===== src/rtl/step_counter_pkg.sv =====
// Shared types for the programmable-step counter.
// Assumes: nothing beyond a SystemVerilog-2017 compiler.
package step_counter_pkg;

    // Action chosen for the next rising edge, highest priority first.
    typedef enum logic [1:0] {
        ACT_CLEAR = 2'd0,
        ACT_LOAD  = 2'd1,
        ACT_UP    = 2'd2,
        ACT_DOWN  = 2'd3
    } act_e;

endpackage


===== src/rtl/step_counter_decode.sv =====
// Priority decoder: turns the least significant bit of the clear, load and
// direction buses into a single action code (clear > load > up/down).
// Assumes: upper control bits carry no meaning and are dropped here.
module step_counter_decode
    import step_counter_pkg::*;
#(
    parameter int CTRL_W = 16
) (
    input  logic [CTRL_W-1:0] clear_i,
    input  logic [CTRL_W-1:0] load_i,
    input  logic [CTRL_W-1:0] dir_i,
    output act_e              act_o
);

    // Upper control bits are folded together only so they are visibly consumed.
    generate
        if (CTRL_W > 1) begin : g_wide
            logic ctrl_unused;
            assign ctrl_unused = ^{clear_i[CTRL_W-1:1], load_i[CTRL_W-1:1], dir_i[CTRL_W-1:1]};
        end
    endgenerate

    // Resolve the fixed priority among the three control bits.
    always_comb begin
        if (clear_i[0])     act_o = ACT_CLEAR;
        else if (load_i[0]) act_o = ACT_LOAD;
        else if (dir_i[0])  act_o = ACT_UP;
        else                act_o = ACT_DOWN;
    end

endmodule


===== src/rtl/step_counter_arith.sv =====
// Step arithmetic: computes count + step or count - step, modulo 2^W.
// SHARED_ADDER = 1 builds one adder fed with the step or its complement;
// SHARED_ADDER = 0 builds a separate adder and subtractor and a final mux.
// Assumes: the result is truncated to W bits with no carry/borrow kept.
module step_counter_arith #(
    parameter int W            = 16,
    parameter bit SHARED_ADDER = 1'b1
) (
    input  logic [W-1:0] count_i,
    input  logic [W-1:0] step_i,
    input  logic         up_i,
    output logic [W-1:0] result_o
);

    generate
        if (SHARED_ADDER) begin : g_shared
            logic [W-1:0] operand;
            logic [W-1:0] carry_in;
            // Two's-complement subtract: invert the step and inject a carry.
            always_comb begin
                operand  = up_i ? step_i : ~step_i;
                carry_in = {{(W-1){1'b0}}, ~up_i};
                result_o = count_i + operand + carry_in;
            end
        end else begin : g_split
            logic [W-1:0] sum;
            logic [W-1:0] diff;
            // Independent add and subtract, selected by direction.
            always_comb begin
                sum      = count_i + step_i;
                diff     = count_i - step_i;
                result_o = up_i ? sum : diff;
            end
        end
    endgenerate

endmodule


===== src/rtl/step_counter_state.sv =====
// Count register with synchronous active-low reset to a parameterised value.
// Assumes: a single clock domain; next value is settled before each edge.
module step_counter_state #(
    parameter int           W        = 16,
    parameter logic [W-1:0] INIT_VAL = '0
) (
    input  logic         clk,
    input  logic         rst_n,
    input  logic [W-1:0] next_i,
    output logic [W-1:0] q_o
);

    // Hold the count; reset wins over any requested update.
    always_ff @(posedge clk) begin
        if (!rst_n) q_o <= INIT_VAL;
        else        q_o <= next_i;
    end

endmodule


===== src/rtl/step_counter.sv =====
// Programmable-step up/down counter top. On each rising edge the count is
// cleared, loaded, or moved by step_i, in that priority order.
// Assumes: inputs are synchronous to clk; only bit 0 of each control bus counts.
module step_counter
    import step_counter_pkg::*;
#(
    parameter int           W            = 16,
    parameter int           CTRL_W       = 16,
    parameter logic [W-1:0] INIT_VAL     = 16'h1234,
    parameter bit           SHARED_ADDER = 1'b1
) (
    input  logic              clk,
    input  logic              rst_n,
    input  logic [CTRL_W-1:0] clear_i,
    input  logic [CTRL_W-1:0] load_i,
    input  logic [CTRL_W-1:0] dir_i,
    input  logic [W-1:0]      preset_i,
    input  logic [W-1:0]      step_i,
    output logic [W-1:0]      count_o
);

    act_e         act;
    logic [W-1:0] moved;
    logic [W-1:0] next_count;

    step_counter_decode #(.CTRL_W(CTRL_W)) u_decode (
        .clear_i (clear_i),
        .load_i  (load_i),
        .dir_i   (dir_i),
        .act_o   (act)
    );

    step_counter_arith #(.W(W), .SHARED_ADDER(SHARED_ADDER)) u_arith (
        .count_i  (count_o),
        .step_i   (step_i),
        .up_i     (act == ACT_UP),
        .result_o (moved)
    );

    // Pick the next count from the decoded action.
    always_comb begin
        unique case (act)
            ACT_CLEAR: next_count = '0;
            ACT_LOAD:  next_count = preset_i;
            default:   next_count = moved;
        endcase
    end

    step_counter_state #(.W(W), .INIT_VAL(INIT_VAL)) u_state (
        .clk    (clk),
        .rst_n  (rst_n),
        .next_i (next_count),
        .q_o    (count_o)
    );

endmodule


===== config.mk =====
export PLATFORM = sky130hd
export DESIGN_NAME = step_counter
export DESIGN_NICKNAME = d
export VERILOG_FILES = /design/src/rtl/step_counter_pkg.sv /design/src/rtl/step_counter_decode.sv /design/src/rtl/step_counter_arith.sv /design/src/rtl/step_counter_state.sv /design/src/rtl/step_counter.sv
export SDC_FILE = /design/constraint.sdc
export NUM_CORES = 1
export LEC_CHECK = 0
export BUFFER_PORTS_ARGS = -buffer_cell sky130_fd_sc_hd__buf_4
export CORE_MARGIN = 2
export CORE_UTILIZATION = 25
export CTS_CLUSTER_SIZE = 28
export DETAILED_ROUTE_END_ITERATION = 10
export RECOVER_POWER = 100
export SYNTH_ARGS = -nofsm -noshare
export SYNTH_HDL_FRONTEND = slang
export SYNTH_SLANG_ARGS = --single-unit

===== constraint.sdc =====
create_clock -name clk -period 4.3 [get_ports clk]
set_input_delay 1.075 -clock clk [delete_from_list [all_inputs] [get_ports clk]]
set_output_delay 1.075 -clock clk [all_outputs]
set_load 0.05 [all_outputs]

Word-level counts from Yosys, hierarchy flattened:

Index checks and enable logic that the tools add are counted.

* add/subtract/negate cells: 2
* eq/ne operators: 2
* mux-type cells: 5
* bitwise operators: 2
* reductions and logical operators: 1

Operators by type and width (count)
* $pmux W16 S2: 1
* $add A16 B1 Y16: 1
* $add A16 B16 Y16: 1
* $mux W16: 1
* $not A16 Y16: 1
* $mux W2: 2
* $eq A2 B1 Y1 const B: 1
* $eq A2 B2 Y1 const B: 1
* $logic_not A2 Y1: 1
* $mux W1: 1
* $not A1 Y1: 1

* register bits: 16
* output and inout bits: 16
* word-level logic and storage cells: 13

Depth between registers and ports, before layout:

* depth in word-level cells: 8
* mapped depth: 14
* depth with buffers taken out: 11

By module:

From an unflattened synthesis, not the netlist that was laid out.

* cells, all modules: 173
* area, all modules: 1565.3 um2

Modules (own cells, without submodules)
* step_counter_arith: times used 1, cells an instance 115, area each 908.4 um2, sequential area each 0.0 um2
* step_counter_state: times used 1, cells an instance 33, area each 441.7 um2, sequential area each 320.3 um2
* step_counter: times used 1, cells an instance 22, area each 198.9 um2, sequential area each 0.0 um2
* step_counter_decode: times used 1, cells an instance 3, area each 16.3 um2, sequential area each 0.0 um2

Worst setup path before layout:

Ideal clock, no wire load.

* path kind: input -> register
* from: input port load_i[0]
* to: register u_state.q_o[15]
* arrival time: 3.513 ns
* required time: 4.221 ns
* slack: 0.708 ns
* stages on the path: 13
* path through: buf_2 > nor2_1 > and2_1 > buf_2 > buf_2 > xnor2_1 > ha_1 > a21o_1 > a211o_1 > a211oi_1 > a32oi_1 > xnor2_1 > a211oi_2

* word-level cells in the longest chain between the ends: 7
* elaborated cells on any way between the ends: 10
* classes of those cells: 2 x add/sub; 2 x eq/ne; 4 x mux; 1 x bitwise; 1 x reduce/logical

RTL lines
* start, declared: line step_counter.sv:15 `input logic [CTRL_W-1:0] load_i,`
* $mux W2 (*): line step_counter_decode.sv:26 `else if (load_i[0]) act_o = ACT_LOAD;`
* $mux W2 (*): line step_counter_decode.sv:25 `if (clear_i[0]) act_o = ACT_CLEAR;`
* $eq A2 B2 Y1: line step_counter.sv:36 `.up_i (act == ACT_UP),`
* $mux W16: line step_counter_arith.sv:21 `operand = up_i ? step_i : ~step_i;`
* $add A16 B16 Y16: line step_counter_arith.sv:23 `result_o = count_i + operand + carry_in;`
* $add A16 B1 Y16: line step_counter_arith.sv:23
* $pmux W16 S2 (*): line step_counter.sv:42 `unique case (act)`
* end signal, assigned: line step_counter_state.sv:16 `else q_o <= next_i;`
* end, declared: line step_counter_state.sv:10 `output logic [W-1:0] q_o`

Mark *: on every way between the ends. The rest lies on a longest branch, timed or not.
A chain may end at the register's enable or synchronous reset.

Worst setup path in the final report:

* from: input port clear_i[0]
* to: register u_state.q_o[14]

* word-level cells in the longest chain between the ends: 6
* elaborated cells on any way between the ends: 9
* classes of those cells: 2 x add/sub; 2 x eq/ne; 3 x mux; 1 x bitwise; 1 x reduce/logical

RTL lines
* start, declared: line step_counter.sv:14 `input logic [CTRL_W-1:0] clear_i,`
* $mux W2 (*): line step_counter_decode.sv:25
* $eq A2 B2 Y1: line step_counter.sv:36
* $mux W16: line step_counter_arith.sv:21
* $add A16 B16 Y16: line step_counter_arith.sv:23
* $add A16 B1 Y16: line step_counter_arith.sv:23
* $pmux W16 S2 (*): line step_counter.sv:42

Marks and branches as above.

==> qor.yml <==
global_routing:
  gr-usage-all-layers_pct: 13.70
  grt_max_degree: 18
  antenna_found_initial: 0
  grt_remaining_overflow: 0
  grt_pass1_wl_mm: 6.996
  grt_pass1_vias: 1500
synth:
  synth_edf_count: 0
  synth.most_common_cell: "xnor2_1"
  yosysTopAreaCell: "dfxtp_1"
  synth_nets: 286
  avgSynthCellArea_um2: 8.006
  ys_ff_latch: 16
  synth_common_cells: "xnor2_1, a21oi_1, nand2_1, dfxtp_1"
  async_flop_share_pct: 0
  synth-main-ff-cell: "dfxtp_1"
  synth_warnings: 0
  synth_cell_types: 47
  postSynthCellCount: 188
  synth_area_um2: 1505
  ys_top_cells_by_area: "dfxtp_1, xnor2_1, ha_1"
  synth_top_area_share_pct: 21.28
  synth_seq_area_share_pct: 21.28
clocking:
  postCtsSetupBuffers: 0
  cts.sinks: 16
  clk_pin_slew_worst_paths_ps: 80
  clkLatencyLatePin_ps: 260
  cts_tree: "done"
  h-tree-depth: 1
  postCtsHoldBufs: 0
  cts_buffers: 3
  cts.path.max_buffers: 2
  cts_resized: 0
  cts-root-buf: "clkbuf_8"
floorplan:
  start_util_pct: 25.57
  die_area_um2: 6658
  coreArea_um2: 5886
  io_pins: 98
  rows: 28
  die_w_um: 81.60
  dieHeight_um: 81.60
timing:
  setup_viol: 0
  fmax_mhz: 277.4
  period_minus_slack_ps: 3605
  slew_violations: 0
  worst_slew_pin_slew_ps: 739.7
  skew_ps: 1.944
  tns_ps: 0
  rsz0062_at_grt: "no"
  post-route-period-util_pct: 83.84
  slew_headroom_pct: 50.26
  report.final.hold_viol_count: 0
route:
  wl_mm: 4.337
  vias_per_cell: 4.873
  drt_pass1_iterations: 4
  drtAntennaViolNets: 0
  drtIter0Drc: 60
  drc_errors: 0
  post_drt_wl_per_cell_um: 13.81
  num_vias: 1530
placement:
  gp_congestion: 0.8504
  hpwl_mm: 3.354
  dp.cells: 311
  place_area_um2: 1981
  numPortBuffers: 52
outcome:
  status: "finished clean"
layout:
  layout.cells.non_filler: 314
  antenna_cells: 0
  num-fill-cells: 673
  fin_nets: 339
  final_cell_area_um2: 1943
  reg.largest.list: "u_state.q_o: 16 flops"
  layout-drive-gt1-share_pct: 21.76
  largest_reg_flops: 16
  area_delta_synth_final_pct: 29.09
  largest-register: "u_state.q_o"
critical_path:
  crit_path_start_kind: "input port"
  endpoint_kind: "flop"
  path_class: "input port to flop"
  rrSetupSlack_ps: 1460
  crit_fanout: 9
  worstPathRequired_ps: 4490
  worst_ep_arrival_time_ps: 3800
pwr:
  p_per_area_nw_per_um2: 305.0
  peakVddDrop_uv: 145.5
  p_leak_nw: 0.7890
job:
  maxCapViolCount: 0
worst_hold_path:
  worstHoldPathType: "flop to flop"
[area by class of cell]
type / count / area [um^2] / share of cell area (%)
Tap cell: 75 / 93.84 / 4.829
Timing Repair Buffer: 55 / 352.8 / 18.16
Inverter: 5 / 18.77 / 0.9659
Multi-Input combinational cell: 160 / 1116 / 57.44
Sequential cell: 16 / 320.3 / 16.48
Clock buffer: 3 / 41.29 / 2.125
[critical path: stages]
cell,delay [ps]
buf_4,150
nor2_1,160
and2_0,240
xnor2_1,160
inv_1,80
fa_1,430
nand2b_1,200
a211oi_1,410
o211ai_1,200
a311o_1,330
a21o_1,190
a31oi_1,140
[stage by stage]
step / setup WS [ps] / utilization, % / hold WS [ps] / total power [mW]
after floorplan: 708.1 / - / 790.6 / 0.3980
after global placement: 624.7 / 33.65 / 559.4 / 0.4827
after detailed placement: 606.2 / 33.65 / 562.6 / 0.4843
after CTS: 818.6 / 34.35 / 582.2 / 0.6108
after global routing: 390.0 / 33.01 / 609.4 / 0.6356
final: 695.0 / 33.01 / 579.4 / 0.5926
[final timing paths]
kind / startpoint / to / cells past startpoint
worst min register to register: u_state.q_o[0] / u_state.q_o[0] / 2
worst max register to register: u_state.q_o[0] / u_state.q_o[14] / 9
worst min-delay path: u_state.q_o[0] / u_state.q_o[0] / 2
worst max-delay path: clear_i[0] / u_state.q_o[14] / 12
[cells in the final DEF, fill, tap and decap left out, drive strengths merged, types with 4 or more instances in the layout]
cell type	instances
clkbuf	19
nand2	18
xnor2	23
inv	5
a21oi	22
o21ai	14
buf	39
a211oi	4
dfxtp	16
ha	15
nand3	7
nor2	15
[layer usage]
layer	wire length (um)	GRT usage, %
met2	1979	22.54
met5	0	0
met1	1989	18.37
met4	34	3.833
met3	333	2.418
[power by group]
group / switching, mW / internal (mW)
logic: 0.179 / 0.119
clock network: 0.0634 / 0.0625
registers: 0.00750 / 0.161
total: 0.250 / 0.343
[cells by family after synthesis]
family          synth area share (%)
fa+ha+maj                      13.80
simple gates                   20.28
mux                           0.6650
xor+xnor                       15.13
compound gates                 25.52
buf+inv                        3.325
flops                          21.28
Power figures use the tool's default switching activity.
